### config.mk
export PLATFORM = sky130hd
export DESIGN_NAME = bus_cycle_ctrl
export DESIGN_NICKNAME = d
export VERILOG_FILES = /design/src/rtl/bcc_pkg.sv /design/src/rtl/bcc_seq.sv /design/src/rtl/bcc_lane_dec.sv /design/src/rtl/bcc_out_reg.sv /design/src/rtl/bus_cycle_ctrl.sv
export SDC_FILE = /design/constraint.sdc
export NUM_CORES = 1
export LEC_CHECK = 0
export BUFFER_PORTS_ARGS = -buffer_cell sky130_fd_sc_hd__buf_2
export CAP_MARGIN = 20
export CORE_AREA = 4 4 41 43
export CTS_BUF_LIST = sky130_fd_sc_hd__clkbuf_2
export DETAILED_ROUTE_END_ITERATION = 10
export DIE_AREA = 0 0 45 47
export GPL_TIMING_DRIVEN = 0
export PLACE_DENSITY = 0.59
export SYNTH_ARGS = -nofsm -noshare
export SYNTH_HDL_FRONTEND = slang
export SYNTH_SLANG_ARGS = --single-unit
### constraint.sdc
create_clock -name clk -period 1.77 [get_ports clk]
set_input_delay 0.0885 -clock clk [delete_from_list [all_inputs] [get_ports clk]]
set_output_delay 0.0885 -clock clk [all_outputs]
set_load 0.03 [all_outputs]
### src/rtl/bcc_pkg.sv
package bcc_pkg;

    typedef enum logic [1:0] {
        ST_IDLE = 2'b00,
        ST_T1   = 2'b01,
        ST_T2   = 2'b10,
        ST_TW   = 2'b11
    } bus_state_e;

    typedef enum logic [1:0] {
        SZ_BYTE = 2'b00,
        SZ_HALF = 2'b01,
        SZ_WORD = 2'b10,
        SZ_RSVD = 2'b11
    } acc_size_e;

    typedef struct packed {
        logic ube_n;
        logic lbe_n;
    } lane_en_t;

endpackage

### src/rtl/bcc_seq.sv
module bcc_seq
    import bcc_pkg::*;
#(
    parameter int WAIT_W = 3
) (
    input  logic              clk,
    input  logic              rst_n,
    input  logic              req_valid,
    input  logic [WAIT_W-1:0] req_wait,
    output bus_state_e        state_q,
    output bus_state_e        state_d,
    output logic              req_ready,
    output logic              accept,
    output logic              last
);

    logic [WAIT_W-1:0] cnt_q;
    logic [WAIT_W-1:0] cnt_d;

    always_comb begin
        last      = ((state_q == ST_T2) || (state_q == ST_TW)) && (cnt_q == '0);
        req_ready = (state_q == ST_IDLE) || last;
        accept    = req_valid && req_ready;
        state_d   = state_q;
        cnt_d     = cnt_q;
        unique case (state_q)
            ST_IDLE: begin
                if (accept) begin
                    state_d = ST_T1;
                    cnt_d   = req_wait;
                end
            end
            ST_T1: begin
                state_d = ST_T2;
            end
            ST_T2, ST_TW: begin
                if (cnt_q != '0) begin
                    state_d = ST_TW;
                    cnt_d   = cnt_q - WAIT_W'(1);
                end else if (accept) begin
                    state_d = ST_T1;
                    cnt_d   = req_wait;
                end else begin
                    state_d = ST_IDLE;
                end
            end
        endcase
    end

    always_ff @(posedge clk or negedge rst_n) begin
        if (!rst_n) begin
            state_q <= ST_IDLE;
            cnt_q   <= '0;
        end else begin
            state_q <= state_d;
            cnt_q   <= cnt_d;
        end
    end

endmodule

### src/rtl/bcc_lane_dec.sv
module bcc_lane_dec
    import bcc_pkg::*;
(
    input  logic [1:0] size,
    input  logic       addr0,
    output lane_en_t   lanes
);

    always_comb begin
        unique case (acc_size_e'(size))
            SZ_BYTE: begin
                lanes.ube_n = ~addr0;
                lanes.lbe_n = addr0;
            end
            SZ_HALF, SZ_WORD, SZ_RSVD: begin
                lanes.ube_n = 1'b0;
                lanes.lbe_n = 1'b0;
            end
        endcase
    end

endmodule

### src/rtl/bcc_out_reg.sv
module bcc_out_reg
    import bcc_pkg::*;
(
    input  logic       clk,
    input  logic       rst_n,
    input  logic       accept,
    input  logic       req_write,
    input  lane_en_t   lanes,
    input  bus_state_e state_d,
    output logic       ube_n,
    output logic       lbe_n,
    output logic       rd_wr,
    output logic       dstb_n
);

    always_ff @(posedge clk or negedge rst_n) begin
        if (!rst_n) begin
            ube_n  <= 1'b1;
            lbe_n  <= 1'b1;
            rd_wr  <= 1'b1;
            dstb_n <= 1'b1;
        end else begin
            if (accept) begin
                ube_n <= lanes.ube_n;
                lbe_n <= lanes.lbe_n;
                rd_wr <= ~req_write;
            end else if (state_d == ST_IDLE) begin
                rd_wr <= 1'b1;
            end
            dstb_n <= ~((state_d == ST_T2) || (state_d == ST_TW));
        end
    end

endmodule

### src/rtl/bus_cycle_ctrl.sv
module bus_cycle_ctrl
    import bcc_pkg::*;
#(
    parameter int WAIT_W = 3
) (
    input  logic              clk,
    input  logic              rst_n,
    input  logic              req_valid,
    output logic              req_ready,
    input  logic              req_write,
    input  logic [1:0]        req_size,
    input  logic              req_addr0,
    input  logic [WAIT_W-1:0] req_wait,
    output logic              ube_n,
    output logic              lbe_n,
    output logic              rd_wr,
    output logic              dstb_n,
    output logic              xfer_done
);

    bus_state_e state_q;
    bus_state_e state_d;
    logic       accept;
    logic       last;
    lane_en_t   lanes;

    bcc_seq #(.WAIT_W(WAIT_W)) u_seq (
        .clk       (clk),
        .rst_n     (rst_n),
        .req_valid (req_valid),
        .req_wait  (req_wait),
        .state_q   (state_q),
        .state_d   (state_d),
        .req_ready (req_ready),
        .accept    (accept),
        .last      (last)
    );

    bcc_lane_dec u_dec (
        .size  (req_size),
        .addr0 (req_addr0),
        .lanes (lanes)
    );

    bcc_out_reg u_out (
        .clk       (clk),
        .rst_n     (rst_n),
        .accept    (accept),
        .req_write (req_write),
        .lanes     (lanes),
        .state_d   (state_d),
        .ube_n     (ube_n),
        .lbe_n     (lbe_n),
        .rd_wr     (rd_wr),
        .dstb_n    (dstb_n)
    );

    assign xfer_done = last;

endmodule

### Word-level counts from Yosys, hierarchy flattened

Cells that the tools add are included.
W data, S select, Z words.

* multiplexer cells: 10
* equality and inequality tests: 8
* bitwise logic cells: 3
* reduce and logical (&&, ||, !) cells: 14
* add/subtract/negate cells: 1

Operators by type and width (count)
* $eq A2 B2 Y1 const B: 6
* $logic_not A2 Y1: 3
* $mux W3: 2
* $pmux W2 S3: 1
* $pmux W3 S2: 1
* $eq A2 B1 Y1 const B: 2
* $mux W2: 2
* $pmux W2 S2: 1
* $reduce_bool A2 Y1: 2
* $logic_not A3 Y1: 1
* $logic_or A1 B1 Y1: 3
* $mux W1: 3
* $not A1 Y1: 3
* $reduce_bool A3 Y1: 1
* $reduce_or A3 Y1: 1
* $sub A3 B1 Y3 const B: 1
* $logic_and A1 B1 Y1: 2
* $reduce_or A2 Y1: 1

* output and inout bits: 6
* flip-flop bits (word level): 9
* logic and storage cells: 42

### Depth between registers and ports, before layout

* depth in word-level cells: 11
* mapped depth: 6
* gate-level depth less buffers: 6

### Cells and area by module

A second synthesis with hierarchy kept.

* cell total of the unflattened synthesis: 48
* area total of the unflattened synthesis: 494.2 µm²

By module, submodules not included
* bcc_seq: area each 324.1 µm², cells each 36, times used 1
* bcc_out_reg: area each 147.6 µm², cells each 10, times used 1
* bcc_lane_dec: area each 22.5 µm², cells each 2, times used 1

### Worst setup path after synthesis

OpenSTA, ideal clock, no wires.

* path kind: flip-flop to flip-flop
* from: reg u_seq.cnt_q[0]
* to: reg u_out.lbe_n
* stages on the path, launching flop included: 6
* required time: 1688 ps
* arrival time: 1323 ps
* setup slack: 365 ps
* path buffers: 0
* library setup time: 82 ps
* cell sequence: dfrtp_1 -> inv_1 -> ha_1 -> and3b_4 -> o21ai_4 -> mux2_4

* cells in the longest elaborated chain, start to end: 4

Ends and longest elaborated chain
* start: declaration: RTL line bcc_seq.sv:17 `logic [WAIT_W-1:0] cnt_q;`
* start signal: assignment: RTL line bcc_seq.sv:56 `cnt_q <= cnt_d;`
* $logic_not A3 Y1: RTL line bcc_seq.sv:21 `last = ((state_q == ST_T2) || (state_q == ST_TW)) && (cnt_q == '0);`
* $logic_and A1 B1 Y1: RTL line bcc_seq.sv:21
* net xfer_done: RTL line bus_cycle_ctrl.sv:18 `output logic xfer_done`
* $logic_or A1 B1 Y1: RTL line bcc_seq.sv:22 `req_ready = (state_q == ST_IDLE) || last;`
* $logic_and A1 B1 Y1: RTL line bcc_seq.sv:23 `accept = req_valid && req_ready;`
* end signal: assignment: RTL line bcc_out_reg.sv:25 `lbe_n <= lanes.lbe_n;`
* end: declaration: RTL line bcc_out_reg.sv:11 `output logic lbe_n,`

The timed path passes the listed nets, and every way through them passes these cells.
A chain may end at the register's enable or synchronous reset.

### Worst setup path after layout

* from: reg u_seq.cnt_q[0]
* to: out req_ready

* cells in the longest elaborated chain, start to end: 3

Ends and longest elaborated chain
* $logic_not A3 Y1: RTL line bcc_seq.sv:21
* $logic_and A1 B1 Y1: RTL line bcc_seq.sv:21
* $logic_or A1 B1 Y1: RTL line bcc_seq.sv:22
* end: declaration: RTL line bus_cycle_ctrl.sv:9 `output logic req_ready,`

No other way between the ends.

==> flow_summary.yaml <==
yosys:
  synth_cell_types: 23
  syn_nets: 54
  syn_inst: 42
  synth_seq_cells: 9
  synth_seq_area_share: 0.463
  synth_area_per_cell_um2: 11.8
  synth_warnings: 0
  synthesis.area_um2: 497
power:
  peakVddDrop_mv: 0.645
  p_int_mw: 0.588
  swShare: 0.409
  p_total_mw: 0.995
  clockPowerShare: 0.139
  p_leak_nw: 0.315
  p_seq_frac: 0.337
  power_frac_comb: 0.524
  p_switching_mw: 0.407
  power_density_mw_per_mm2: 1600
sta:
  fin_ws_ns: 0.205
  slew_viol_final: 0
  setup_tns_ns: 0
  hold-worst-slack_ns: 0.111
  finalClockSkew_ns: 0.000457
  finalCritPeriodShare: 0.884
  max_clock_freq_mhz: 639
  fin_crit_ns: 1.56
  hold_violations: 0
  grt_setup_unrepaired: "false"
  worst_slew_pin_slew_ns: 0.228
  slew_headroom: 0.848
  setup_viol: 0
placement:
  gp_congestion: 0.719
  place_ws_ns: 0.323
  placed_area_um2: 591
  port_buffers: 15
  dp_hpwl_um: 717
  dp_cells: 72
clock_tree:
  clk_pin_slew_worst_paths_ns: 0.10
  clock_latency_ns: 0.25
  cts-root-buf: "clkbuf_2"
  cts_max_level: 1
  numClockSinks: 9
  numCtsBuffers: 3
  clock_path_buffers: 2
  cts_resized: 0
  cts_tree: "yes"
detailed_routing:
  drtIter0Drc: 9
  avgRoutedWirePerCell_um: 12.5
  finalWirelength_um: 962
  via_per_inst: 4.66
  vias: 359
  drc: 0
  first_pass_iters: 3
  ant_nets: 0
setup_path:
  cpMostUsedCell: "inv_1"
  cp-endpoint: "req_ready"
  crit_chain: "inv_1, ha_1, and3b_4, nor2_4, inv_1, buf_2"
  crit_path_start: "u_seq.cnt_q[0]"
  rr_startpoint: "u_seq.cnt_q[0]"
  worstSetupPathType: "reg -> out"
  worstPathArrival_ns: 1.48
  cpPeakStageDelay_ns: 0.37
  critPathRequiredTime_ns: 1.68
  r2r-end: "u_out.ube_n"
  start_kind: "flop"
  end_kind: "primary output"
  ff2ff_path_depth: 5
  crit_slowest_cell: "dfrtp_1"
  r2r_slack_ns: 0.32
  crit_fanout: 4
cells_and_area:
  syn2layout_area_growth_pct: 24.9
  mostFrequentLayoutCells: "buf_2 (15), inv_1 (6), dfrtp_1 (5)"
  final_cells: 77
  drive_gt1_frac: 0.548
  fin_util: 0.477
  diodes: 0
  final_cell_area_um2: 621
  final_nets: 75
  final_common_cell: "buf_2"
global_routing:
  grt_usage: 0.108
  grt_pass1_wl_mm: 1.55
  grt_antenna_before_repair: 0
  grt_max_degree: 10
  grt_remaining_overflow: 0
  first_global_vias: 338
floorplanning:
  num_io_pins: 16
  dieHeight_um: 47
  die_area_mm2: 0.00212
  start_util: 0.382
  die_x_um: 45
  row_count: 13
  core_area_mm2: 0.00130
status:
  status: "finished, final reports clean"
worst_hold_path:
  hp-class: "in -> reg"
run:
  maxCapViolCount: 0
repair_timing:
item,in CTS,in global routing
hold endpoints to repair,9,0
setup buffers,0,0
hold buffers,1,0
metal layers:
| metal | routed length [µm] | vias to the layer above | share of wire | GRT usage |
|---|---|---|---|---|
| li1 | - | 184 | - | - |
| met1 | 476 | 155 | 0.49 | 0.140 |
| met2 | 360 | 17 | 0.37 | 0.150 |
| met3 | 97 | 3 | 0.10 | 0.0268 |
| met4 | 27 | 0 | 0.028 | 0.0877 |
| met5 | 0 | - | 0 | 0 |
Yosys cell counts:
library cell | number | area, µm²
inv_1 | 6 | 22.5
dfrtp_1 | 5 | 125
dfstp_2 | 4 | 105
mux2_4 | 3 | 45.0
a32oi_1 | 2 | 17.5
ha_1 | 2 | 25.0
nor3b_1 | 2 | 15.0
o21ai_0 | 2 | 10.0
o221ai_1 | 2 | 17.5
a21o_1 | 1 | 7.51
a22o_2 | 1 | 10.0
and3b_4 | 1 | 12.5
buf_6 | 1 | 11.3
inv_2 | 1 | 3.75
nand2_1 | 1 | 3.75
nand2b_1 | 1 | 6.26
nand2b_2 | 1 | 8.76
nand3_1 | 1 | 5.00
nor2_2 | 1 | 6.26
nor2_4 | 1 | 11.3
nor2b_1 | 1 | 6.26
nor3_1 | 1 | 5.00
o21ai_4 | 1 | 16.3
worst max-delay path, delay by kind of cell (launching register included):
| kind | cells | cell delay [ns] |
|---|---|---|
| buf+inv | 3 | 0.34 |
| fa+ha+maj | 1 | 0.20 |
| simple gates | 2 | 0.31 |
| flops | 1 | 0.37 |
worst min path at each step:
| stage | slack (ns) | depth (start not counted) | end | startpoint |
|---|---|---|---|---|
| after detailed placement | -0.04 | 1 | u_seq.cnt_q[2] | rst_n |
| final | 0.11 | 3 | u_seq.cnt_q[0] | req_wait[0] |
| after CTS | 0.12 | 3 | u_seq.cnt_q[0] | req_wait[0] |
| after floorplan | -0.21 | 0 | u_seq.cnt_q[0] | rst_n |
| after global routing | 0.14 | 3 | u_out.rd_wr | req_write |
| after global placement | -0.05 | 1 | u_seq.cnt_q[2] | rst_n |
cell type report:
type | count | area, µm²
timing repair buffer | 16 | 85.1
inverter | 7 | 26.3
multi-input combinational | 25 | 229
fill | 128 | 681
tap | 15 | 18.8
sequential | 9 | 230
clock buffer | 4 | 20.0
buffer | 1 | 11.3
registers in the layout (all words and copies together) (netlist names):
signal,count
u_out.dstb_n,1
u_out.lbe_n,1
u_out.rd_wr,1
u_out.ube_n,1
u_seq.cnt_q,3
u_seq.state_q,2
power by group through the flow:
| stage | Clock [mW] | Sequential (mW) | Combinational, mW |
|---|---|---|---|
| 2_1_floorplan | 0 | 0.390 | 0.361 |
| 3_3_place_gp | 0 | 0.338 | 0.518 |
| 3_5_place_dp | 0 | 0.338 | 0.527 |
| 4_1_cts | 0.142 | 0.336 | 0.530 |
| 5_1_grt | 0.152 | 0.344 | 0.585 |
| 6_report | 0.139 | 0.335 | 0.521 |
cell families (layout without fill, tap and decap cells):
| kind of cell | Yosys count | in the layout | synth area share |
|---|---|---|---|
| and+or+nand+nor | 11 | 11 | 0.161 |
| buffers and inverters | 8 | 28 | 0.0756 |
| adders and majority gates | 2 | 2 | 0.0504 |
| AOI/OAI and AO/OA | 9 | 9 | 0.159 |
| muxes | 3 | 3 | 0.0907 |
| DFF | 9 | 9 | 0.463 |
No activity file was read; power rests on OpenSTA's default activity.
